--- src/rtl/pgw_pkg.sv ---
package pgw_pkg;
    typedef enum logic [2:0] {
        ST_IDLE,
        ST_COLLECT,
        ST_SKIP,
        ST_COMMIT,
        ST_HOLD,
        ST_FINISH
    } pgw_state_e;
endpackage

--- src/rtl/pgw_page_buf.sv ---
// One page of staged bytes, each slot with its own valid bit.
module pgw_page_buf #(
    parameter int DATA_W = 8,
    parameter int PAGE_W = 5
) (
    input  logic              clk,
    input  logic              rst_n,
    input  logic              clear,
    input  logic              wr_en,
    input  logic [PAGE_W-1:0] wr_idx,
    input  logic [DATA_W-1:0] wr_data,
    input  logic              wr_keep,
    input  logic [PAGE_W-1:0] rd_idx,
    output logic [DATA_W-1:0] rd_data,
    output logic              rd_valid
);
    localparam int DEPTH = 1 << PAGE_W;

    logic [DATA_W-1:0] slot_data [DEPTH];
    logic [DEPTH-1:0]  slot_vld;

    for (genvar g = 0; g < DEPTH; g++) begin : g_slot
        always_ff @(posedge clk or negedge rst_n) begin
            if (!rst_n) begin
                slot_vld[g] <= 1'b0;
            end else if (clear) begin
                slot_vld[g] <= 1'b0;
            end else if (wr_en && wr_idx == PAGE_W'(g)) begin
                slot_vld[g] <= wr_keep;
            end
        end

        always_ff @(posedge clk) begin
            if (wr_en && wr_idx == PAGE_W'(g)) begin
                slot_data[g] <= wr_data;
            end
        end
    end

    assign rd_data  = slot_data[rd_idx];
    assign rd_valid = slot_vld[rd_idx];
endmodule

--- src/rtl/pgw_prog_timer.sv ---
// Programming interval counter: after load, done rises CYCLES-1 clocks later.
module pgw_prog_timer #(
    parameter int CYCLES = 1000
) (
    input  logic clk,
    input  logic rst_n,
    input  logic load,
    output logic done
);
    localparam int CW = $clog2(CYCLES + 1);
    localparam logic [CW-1:0] START = CW'(CYCLES - 1);

    logic [CW-1:0] cnt;

    always_ff @(posedge clk or negedge rst_n) begin
        if (!rst_n) begin
            cnt <= '0;
        end else if (load) begin
            cnt <= START;
        end else if (cnt != '0) begin
            cnt <= cnt - 1'b1;
        end
    end

    assign done = (cnt == '0);
endmodule

--- src/rtl/pgw_seq.sv ---
module pgw_seq
    import pgw_pkg::*;
#(
    parameter int ADDR_W    = 11,
    parameter int PAGE_W    = 5,
    parameter int DATA_W    = 8,
    parameter int PROG_CLKS = 1000
) (
    input  logic              clk,
    input  logic              rst_n,
    input  logic              cmd_start,
    input  logic [ADDR_W-1:0] cmd_addr,
    input  logic              wel,
    input  logic              byte_stb,
    input  logic [DATA_W-1:0] byte_data,
    input  logic              byte_prot,
    input  logic              cs_rise,
    input  logic              cs_aligned,
    output logic              mem_we,
    output logic [ADDR_W-1:0] mem_addr,
    output logic [DATA_W-1:0] mem_wdata,
    output logic              busy,
    output logic              wel_clr
);
    localparam int BASE_W = ADDR_W - PAGE_W;
    localparam logic [PAGE_W-1:0] LAST_IDX = '1;

    pgw_state_e        state, nxt;
    logic [BASE_W-1:0] base_q;
    logic [PAGE_W-1:0] wptr_q;
    logic [PAGE_W-1:0] cidx_q;
    logic              got_q;
    logic              open_cmd;
    logic              stage_wr;
    logic              tmr_load;
    logic              tmr_done;
    logic [DATA_W-1:0] rd_data;
    logic              rd_valid;

    assign open_cmd = (state == ST_IDLE) && cmd_start && wel;
    assign stage_wr = (state == ST_COLLECT) && byte_stb;
    assign tmr_load = (state == ST_COMMIT) && (cidx_q == LAST_IDX);

    // Next state
    always_comb begin
        nxt = state;
        unique case (state)
            ST_IDLE:    if (cmd_start) nxt = wel ? ST_COLLECT : ST_SKIP;
            ST_COLLECT: if (cs_rise) nxt = (cs_aligned && got_q) ? ST_COMMIT : ST_IDLE;
            ST_SKIP:    if (cs_rise) nxt = ST_IDLE;
            ST_COMMIT:  if (cidx_q == LAST_IDX) nxt = ST_HOLD;
            ST_HOLD:    if (tmr_done) nxt = ST_FINISH;
            ST_FINISH:  nxt = ST_IDLE;
            default:    nxt = ST_IDLE;
        endcase
    end

    // State register
    always_ff @(posedge clk or negedge rst_n) begin
        if (!rst_n) state <= ST_IDLE;
        else        state <= nxt;
    end

    // Page base, write pointer and commit walk index
    always_ff @(posedge clk or negedge rst_n) begin
        if (!rst_n) begin
            base_q <= '0;
            wptr_q <= '0;
            got_q  <= 1'b0;
            cidx_q <= '0;
        end else begin
            if (open_cmd) begin
                base_q <= cmd_addr[ADDR_W-1:PAGE_W];
                wptr_q <= cmd_addr[PAGE_W-1:0];
                got_q  <= 1'b0;
            end else if (stage_wr) begin
                wptr_q <= wptr_q + 1'b1;
                got_q  <= 1'b1;
            end
            cidx_q <= (state == ST_COMMIT) ? cidx_q + 1'b1 : '0;
        end
    end

    // Outputs
    always_comb begin
        busy      = 1'b0;
        mem_we    = 1'b0;
        wel_clr   = 1'b0;
        mem_addr  = {base_q, cidx_q};
        mem_wdata = rd_data;
        unique case (state)
            ST_COMMIT: begin busy = 1'b1; mem_we = rd_valid; end
            ST_HOLD:   busy = 1'b1;
            ST_FINISH: begin busy = 1'b1; wel_clr = 1'b1; end
            default:   ;
        endcase
    end

    pgw_page_buf #(.DATA_W(DATA_W), .PAGE_W(PAGE_W)) u_buf (
        .clk      (clk),
        .rst_n    (rst_n),
        .clear    (open_cmd),
        .wr_en    (stage_wr),
        .wr_idx   (wptr_q),
        .wr_data  (byte_data),
        .wr_keep  (!byte_prot),
        .rd_idx   (cidx_q),
        .rd_data  (rd_data),
        .rd_valid (rd_valid)
    );

    pgw_prog_timer #(.CYCLES(PROG_CLKS)) u_tmr (
        .clk   (clk),
        .rst_n (rst_n),
        .load  (tmr_load),
        .done  (tmr_done)
    );
endmodule

--- config.mk ---
export PLATFORM = sky130hd
export DESIGN_NAME = pgw_seq
export DESIGN_NICKNAME = d
export VERILOG_FILES = /design/src/rtl/pgw_pkg.sv /design/src/rtl/pgw_page_buf.sv /design/src/rtl/pgw_prog_timer.sv /design/src/rtl/pgw_seq.sv
export SDC_FILE = /design/constraint.sdc
export NUM_CORES = 1
export LEC_CHECK = 0
export CAP_MARGIN = 20
export CORE_UTILIZATION = 30
export DETAILED_ROUTE_END_ITERATION = 10
export DONT_BUFFER_PORTS = 1
export GPL_ROUTABILITY_DRIVEN = 1
export GPL_TIMING_DRIVEN = 1
export HOLD_SLACK_MARGIN = 0.02
export PLACE_DENSITY_LB_ADDON = 0.05
export REMOVE_ABC_BUFFERS = 1
export SYNTH_ARGS = -nofsm -noshare
export SYNTH_HDL_FRONTEND = slang
export SYNTH_SLANG_ARGS = --single-unit
--- constraint.sdc ---
create_clock -name clk -period 2.5 [get_ports clk]
set_input_delay 0.5 -clock clk [delete_from_list [all_inputs] [get_ports clk]]
set_output_delay 0.5 -clock clk [all_outputs]
set_load 0.02 [all_outputs]
==> metrics.md, run 1 <==
| Metric | Value |
|---|---|
| # nets final | `851` |
| CTS tree | `yes` |
| Final period utilization | `125%` |
| DR pass1 iterations | `4` |
| I/O Buffers | `0` |
| Critical path peak fanout | `7` |
| WHS | `roughly 0.055 ns` |
| RR Startpoint | `cidx_q[0]$_DFF_PN0_` |
| Clock Tree Buf Depth | `3` |
| Initial antenna violation count | `0` |
| Setup crit start | `cidx_q[0]$_DFF_PN0_` |
| Post-synth ARST share | `between 10% and 20%` |
| Largest net degree at the start of global routing | `63` |
| Final instance area | `15900 sq um` |
| Hold crit path type | `in2reg` |
| Worst path cell trace | `buf_12 -> buf_16 -> buf_12 -> mux4_2 -> mux4_2 -> nand2_2 -> o21ai_4` |
| Clock Latency Late Sink | `0.55 ns` |
| Remaining DRCs | `0` |
| Relative slew slack | `55.3%` |
| Vias | `7088` |
| Final setup margin | `-0.617 ns` |
| Slowest library cell on the worst path | `dfrtp_4` |
| Worst setup SP type | `register` |
| Worst-path clk slew | `0.06 ns` |
| Most frequent cells in the layout | `edfxtp_1 (256), mux4_2 (88), dfrtp_1 (60), buf_4 (60), nor2_1 (43)` |
| Worst flop-to-flop path endpoint | `state[0]$_DFFE_PN0P_` |
| # rows | `76` |
| Layout overhead on the synthesized area | `20.7%` |
| Power density over the cells | `between 800 and 900 nW/um^2` |
| Die area | `44800 sq um` |
| Share of layout cells above drive strength 1 | `29.3%` |
| CP endpoint kind | `primary output` |
| Worst Skew | `0.0163 ns` |
| Reg2Reg Depth | `9` |
| Total Power | `approximately 14 mW` |
| Crit path to | `mem_wdata[6]` |
| # diodes | `0` |
| FF-to-FF setup slack | `about 0.050 ns` |
| Placed instance count | `between 1000 and 1500` |
| Failing checks | `negative setup slack` |
| Leakage power | `5.62 nW` |
| Placed instance area | `14300 sq um` |
| Critical path arrival | `2.62 ns` |
| Post-DP HPWL | `22200 um` |
| Yosys reg bits | `approximately 320` |
| Worst Path Required | `2.00 ns` |
| EDFF count, synth | `256` |
| Vias in the first global route | `7428` |
| Place WS | `-0.245 ns` |
| Fmax | `0.321 GHz` |
| First-pass GRT wire length | `just over 50000 um` |
| Largest stage delay on the critical path | `0.50 ns` |
| RSZ-0062 raised after global routing | `yes` |
| Die H | `212 um` |
| Max_cap viols | `0` |
| GRT Overall Usage | `roughly 16%` |
| Detailed-route wire length per cell | `about 25 um` |
| Final Hold Fails | `0` |
| CTS buffer count | `38` |
| Outcome | `complete, but fails checks` |
| Clock root cell | `clkbuf_16` |
| Remaining global-route overflow | `0` |
| Synth Warn # | `0` |
| Post-Synthesis Cells | `about 740` |
| Post-DRT Antenna Nets | `0` |
| Crit Path Category | `reg2out` |
| Post-synth cell types | `49` |
| Period minus WS final | `~3.1 ns` |
| Ports | `between 40 and 50` |
| Worst slew pin tran | `0.664 ns` |
| H-Tree Depth | `2` |
| Sequential area share after synthesis | `70.0%` |
| Core area | `43300 sq um` |
| Mapped Area | `13200 sq um` |
| Initial Utilization | `30.5%` |
| VDD IR max | `0.000440 V` |
| DR vias/cell | `4.97` |
| Drt total wl | `35900 um` |
| CTS sink cnt | `318` |
| Final Setup Violations | `9` |
| Routability cong. | `0.758` |
| Setup TNS | `-5.30 ns` |
| Layout Utilization | `36.8%` |
| Main synth FF type | `edfxtp_1` |
| Commonest non-fill, non-tap cell in the layout | `edfxtp_1` |
| Horizontal die dimension | `212 um` |
| Pins Over Slew Limit | `0` |
| Non-Filler Instances | `1427` |
| Syn Area/Cell | `between 15 and 20 sq um` |
| Drt initial violations | `440` |
area by class of cell:
cell class / instances / area [sq um]
clock inverters: 19 / 166
inverters: 34 / 128
repair buffers: 81 / 865
multi-input cells: 342 / 3770
fillers: 4028 / 27300
clock buffers: 48 / 1010
flip-flops and latches: 318 / 9250
well taps: 585 / 732
per-layer routing:
layer / up-vias / track usage, % / share of wire [%] / routed length (um)
li1: 3089 / - / - / -
met1: 3769 / 22.4 / 45 / 16200
met2: 173 / 26.3 / 48 / 17100
met3: 57 / 3.22 / 4.8 / 1710
met4: 0 / 5.57 / 2.5 / 896
met5: - / 0 / 0 / 0
sequential cells by signal (all words and copies together), names as in the netlist:
name,cells
wptr_q,5
u_tmr.cnt,10
base_q,6
state,3
u_buf.slot_data,256
u_buf.slot_vld,32
got_q,1
cidx_q,5
cells by family (layout without fill, tap and decap cells):
| family | after synthesis | in the layout | synth area share (%) |
|---|---|---|---|
| muxes | 120 | 120 | 17.5 |
| buffers and inverters | 78 | 182 | 2.71 |
| DFF | 318 | 318 | 70.0 |
| AOI/OAI and AO/OA | 63 | 63 | 2.81 |
| and+or+nand+nor | 145 | 145 | 5.75 |
| adders and majority gates | 9 | 9 | 0.854 |
| xor gates and xnor gates | 5 | 5 | 0.332 |
worst min-delay path by stage:
| stage | startpoint | end | slack [ns] | cells past startpoint |
|---|---|---|---|---|
| 2_1_floorplan | rst_n | base_q[0]$_DFFE_PN0P_ | 0.20 | 0 |
| 3_3_place_gp | rst_n | base_q[4]$_DFFE_PN0P_ | 0.21 | 0 |
| 3_5_place_dp | rst_n | base_q[1]$_DFFE_PN0P_ | 0.21 | 0 |
| 4_1_cts | byte_data[6] | u_buf.slot_data[19][6]$_DFFE_PP_ | 0.02 | 0 |
| 5_1_grt | byte_data[6] | u_buf.slot_data[20][6]$_DFFE_PP_ | 0.03 | 0 |
| 6_report | byte_data[4] | u_buf.slot_data[25][4]$_DFFE_PP_ | 0.06 | 0 |
timing repair:
action,in CTS,in global routing
cloned,3,2
setup endpoints to repair,9,10
hold buffers,5,0
setup buffers,5,2
resized for setup,31,12
pin swaps,4,3
hold endpoints to repair,69,0
synthesized netlist by cell type (6+ instances only):
cell type	count	area, sq um
ha_1	9	113
inv_1	31	116
nor2_1	43	161
o21ai_0	13	65.1
nand2_1	21	78.8
nand4_1	12	75.1
a21oi_1	17	85.1
o21ai_1	17	85.1
buf_6	7	78.8
edfxtp_1	256	7690
and2_1	6	37.5
nand3_1	11	55.1
dfrtp_1	62	1550
clkbuf_1	22	82.6
mux2i_1	24	240
or3_1	19	119
buf_2	10	50.1
mux2_1	8	90.1
mux4_2	88	1980
worst max-delay path: cells and delay by family (launching register included):
family,cells,cell delay [ns]
multiplexers,2,0.93
flip-flops,1,0.50
buffers and inverters,3,0.44
AO/OA/AOI/OAI,1,0.08
AND/OR/NAND/NOR,1,0.11
power by group:
group	switching (mW)	internal [mW]	total (mW)	leakage, nW
Clock	2.16	3.16	5.32	0.566
Combinational	1.11	1.03	2.15	1.92
Sequential	0.249	5.96	6.21	3.13
Power figures use the tool's default switching activity.
==> run 2, diff against run 1 <==
SYNTH_HIERARCHICAL = 1   (was default)
==> run 2 against run 1 <==
  * The run still ends with negative setup slack left
  * Cell area is 0.95% lower
  * Combinational power is 51% higher
  * Sequential share of layout area increased by 0.57 points
  * Core utilization is 0.27 points lower
  * Synthesized cell count decreased by 2.2%
  * Critical path type unchanged
==> metrics.md, run 2 <==
| Metric | Value |
|---|---|
| Outcome | `complete, but fails checks (unchanged)` |
| Failing checks | `negative setup slack (unchanged)` |
| Clk network pwr share | `35.6% (was 38.9%)` |
| Remaining DRCs | `0 (unchanged)` |
| Critical path peak fanout | `7 (unchanged)` |
| Sw Pwr | `4.08 mW (was 3.52 mW)` |
| Routability cong. | `0.733 (was 0.758)` |
| Worst Skew | `0.0152 ns (was 0.0163 ns)` |
| Fmax | `0.309 GHz (was 0.321 GHz)` |
| Pins Over Slew Limit | `0 (unchanged)` |
| # diodes | `0 (unchanged)` |
| Synth Warn # | `6 (was 0)` |
| FF-to-FF setup slack | `0.25 ns (was 0.05 ns)` |
| RR Startpoint | `state[1]$_DFFE_PN0P_ (was cidx_q[0]$_DFF_PN0_)` |
| Final period utilization | `129% (was 125%)` |
| H-Tree Depth | `2 (unchanged)` |
| Hold Path Depth | `0 (unchanged)` |
| Min-delay src | `byte_data[1] (was byte_data[4])` |
| CTS tree | `yes (unchanged)` |
| Relative slew slack | `42.0% (was 55.3%)` |
| Worst path cell trace | `buf_12 -> buf_12 -> mux4_2 -> mux4_2 -> mux2_4 (was buf_12 -> buf_16 -> buf_12 -> mux4_2 -> mux4_2 -> nand2_2 -> o21ai_4)` |
| Area contributors post-synth | `edfxtp_1 (59%), mux4_2 (16%), dfrtp_1 (12%), nand3_1 (1.4%), o21ai_0 (1.4%) (was edfxtp_1 (58%), mux4_2 (15%), dfrtp_1 (12%), mux2i_1 (1.8%), nor2_1 (1.2%))` |
| Core area | `43200 sq um (was 43300 sq um)` |
| VDD IR max | `0.000501 V (was 0.000440 V)` |
| I/O Buffers | `0 (unchanged)` |
| Worst flop-to-flop path endpoint | `u_buf/slot_data[3][1]$_DFFE_PP_ (was state[0]$_DFFE_PN0P_)` |
| Post-Synthesis Cells | `722 (was 738)` |
| Max FFs per register | `256 (unchanged)` |
| Final instance area | `15800 sq um (was 15900 sq um)` |
| Most flop-heavy register | `u_buf/slot_data (was u_buf.slot_data)` |
| Share of layout cells above drive strength 1 | `30.0% (was 29.3%)` |
| Cell Int Power | `10.8 mW (was 10.2 mW)` |
| Most frequent cells in the layout | `edfxtp_1 (256), mux4_2 (91), dfrtp_1 (59) (was edfxtp_1 (256), mux4_2 (88), dfrtp_1 (60), buf_4 (60), nor2_1 (43))` |
| Worst setup SP type | `register (unchanged)` |
| Top cells by count, synth | `edfxtp_1 (256), mux4_2 (91), dfrtp_1 (62), nor2_1 (44) (was edfxtp_1 (256), mux4_2 (88), dfrtp_1 (62), nor2_1 (43), inv_1 (31))` |
| Max_cap viols | `0 (unchanged)` |
| Detailed-route wire length per cell | `24.5 um (was 25.2 um)` |
| Top-area cell type share of the netlist area | `58.5% (was 58.3%)` |
| Largest registers | `u_buf/slot_data (256), u_buf/slot_vld (32), u_tmr/cnt (10) (was u_buf.slot_data (256), u_buf.slot_vld (32), u_tmr.cnt (10))` |
| Die area | `44600 sq um (was 44800 sq um)` |
| Main synth FF type | `edfxtp_1 (unchanged)` |
| Hold crit path type | `in2reg (unchanged)` |
| CTS sink cnt | `318 (unchanged)` |
| Total Power | `14.9 mW (was 13.7 mW)` |
| Ports | `49 (unchanged)` |
| EDFF count, synth | `256 (unchanged)` |
| CP top delay family | `multiplexers (unchanged)` |
| Layout Utilization | `36.5% (was 36.8%)` |
| CP endpoint kind | `primary output (unchanged)` |
| Post-synth cell types | `54 (was 49)` |
| Period minus WS final | `3.23 ns (was 3.12 ns)` |
| Remaining global-route overflow | `0 (unchanged)` |
| Worst Path Required | `2.00 ns (about the same)` |
| Initial antenna violation count | `0 (unchanged)` |
| DR vias/cell | `5.02 (was 4.97)` |
| Critical path arrival | `2.73 ns (was 2.62 ns)` |
| # rows | `76 (unchanged)` |
| DR pass1 iterations | `5 (was 4)` |
| First-pass GRT wire length | `51200 um (was 51900 um)` |
| Die H | `211 um (was 212 um)` |
| Vias in the first global route | `7621 (was 7428)` |
| Switching part of the total | `27.4% (was 25.8%)` |
| Sequential area share after synthesis | `70.3% (was 70.0%)` |
| RSZ-0062 raised after global routing | `yes (unchanged)` |
| Buffers & Inverters on Critical Path | `2 (was 3)` |
| Crit Path Category | `reg2out (unchanged)` |
| Commonest non-fill, non-tap cell in the layout | `edfxtp_1 (unchanged)` |
| Clock Latency Late Sink | `0.54 ns (was 0.55 ns)` |
| Most numerous cell in the Yosys netlist | `edfxtp_1 (unchanged)` |
| Logic pwr share | `21.8% (was 15.7%)` |
| Drt initial violations | `558 (was 440)` |
| Yosys reg bits | `318 (unchanged)` |
| Largest stage delay on the critical path | `0.54 ns (was 0.50 ns)` |
| Clock Tree Buf Depth | `3 (unchanged)` |
| Initial Utilization | `30.4% (was 30.5%)` |
| CTS buffer count | `38 (unchanged)` |
| Sequential Power Share | `42.7% (was 45.4%)` |
| Vias | `7061 (was 7088)` |
| Slowest library cell on the worst path | `mux4_2 (was dfrtp_4)` |
| GRT Overall Usage | `16.1% (was 16.5%)` |
| Placed instance area | `14300 sq um (about the same)` |
| Leakage power | `5.30 nW (was 5.62 nW)` |
| Final Setup Violations | `9 (unchanged)` |
| Clock root cell | `clkbuf_16 (unchanged)` |
| # nets final | `825 (was 851)` |
| Post-synth ARST share | `19.5% (unchanged)` |
| Syn Area/Cell | `18.2 sq um (was 17.9 sq um)` |
| Area leader, netlist | `edfxtp_1 (unchanged)` |
| Worst-path clk slew | `0.06 ns (about the same)` |
| Mapped Area | `13100 sq um (was 13200 sq um)` |
| Drt total wl | `34400 um (was 35900 um)` |
| Worst slew pin tran | `0.869 ns (was 0.664 ns)` |
| Post-DRT Antenna Nets | `0 (unchanged)` |
| Largest net degree at the start of global routing | `63 (unchanged)` |
| Hold Path End | `u_buf/slot_data[10][1]$_DFFE_PP_ (was u_buf.slot_data[25][4]$_DFFE_PP_)` |
| Final setup margin | `-0.731 ns (was -0.617 ns)` |
| Reg2Reg Depth | `4 (was 9)` |
| Layout overhead on the synthesized area | `20.0% (was 20.7%)` |
| Power density over the cells | `943 nW/um^2 (was 859 nW/um^2)` |
| Final Hold Fails | `0 (unchanged)` |
| Post-DP HPWL | `21200 um (was 22200 um)` |
| Horizontal die dimension | `211 um (was 212 um)` |
## run 2: changes by cell type in the layout (fill, tap and decap cells not counted), sizes merged, moves of 7 or more
cell,previous run,this run
nand2,21,10
inv,33,9
mux2,8,15
o21ai,30,38
nand4,12,2
nand3,11,37
or3,19,0
a21oi,17,36
mux2i,24,3
## run 2: worst reg2reg max path, stage by stage (launching register included)
cell and delay (ns):
dfrtp_1 0.41, nor4bb_4 0.33, or4b_2 0.78, nor2_1 0.17, buf_4 0.26
## run 2: routing by layer
layer  vias to the layer above  wire [um]  GRT usage (%)
met5                         -          0              0
met4                         0        710           5.20
met3                        46       1410           2.69
met2                       169      17400           27.1
met1                      3773      14900           21.0
li1                       3073          -              -
## run 2: final cells by class
cell class                      count  area, sq um
Clock buffer                       47         1010
Fill cell                        4050        27400
Multi-Input combinational cell    347         3680
Timing Repair Buffer               81          897
Tap cell                          585          732
Inverter                            8         30.0
Sequential cell                   318         9250
Clock inverter                     20          174
## run 2: logic make-up after synthesis
kind of cell	after synthesis	share of synthesized area, %
AO/OA/AOI/OAI	92	4.04
XOR/XNOR	4	0.267
adder cells (fa/ha/maj)	4	0.381
flip-flops	318	70.3
multiplexers	109	17.1
AND/OR/NAND/NOR	138	5.87
buffers and inverters	57	2.02
## run 2: per-stage QoR
| stage | hold WS [ns] | std cells | setup WS [ns] | TNS (ns) |
|---|---|---|---|---|
| 3_5_place_dp | 0.206 | 1327 | -0.273 | -2.03 |
| 6_report | 0.0552 | 1406 | -0.731 | -6.35 |
| 5_1_grt | 0.0285 | 1406 | -0.806 | -6.99 |
| 3_3_place_gp | 0.206 | 1327 | -0.285 | -2.10 |
| 4_1_cts | 0.0206 | 1405 | -0.807 | -7.07 |
| 2_1_floorplan | 0.204 | 673 | -2.62 | -309.63 |
## run 2: worst max path at each step
stage / start / to / slack, ns / cells after the start
3_5_place_dp: cidx_q[0]$_DFF_PN0_ / mem_wdata[1] / -0.27 / 5
3_3_place_gp: cidx_q[0]$_DFF_PN0_ / mem_wdata[1] / -0.29 / 5
2_1_floorplan: cidx_q[0]$_DFF_PN0_ / mem_we / -2.62 / 4
5_1_grt: cidx_q[0]$_DFF_PN0_ / mem_wdata[5] / -0.81 / 5
6_report: cidx_q[0]$_DFF_PN0_ / mem_wdata[5] / -0.73 / 5
4_1_cts: cidx_q[0]$_DFF_PN0_ / mem_wdata[5] / -0.81 / 5
## run 2: repair_timing
| action | in CTS | in global routing |
|---|---|---|
| buffers inserted | 2 | 1 |
| hold buffers | 5 | 0 |
| cloned | 4 | 1 |
| resized for setup | 16 | 0 |
| endpoints found under the setup margin | 10 | 9 |
| pin swaps | 0 | 0 |
| hold endpoints to repair | 81 | 0 |
## run 2: power by group through the flow
stage	clock network, mW	registers [mW]	logic, mW
after detailed placement	0	6.45	2.99
after floorplan	0	6.67	1.64
after global routing	5.65	6.38	3.50
after CTS	5.47	6.34	3.32
final	5.29	6.34	3.24
after global placement	0	6.43	2.96
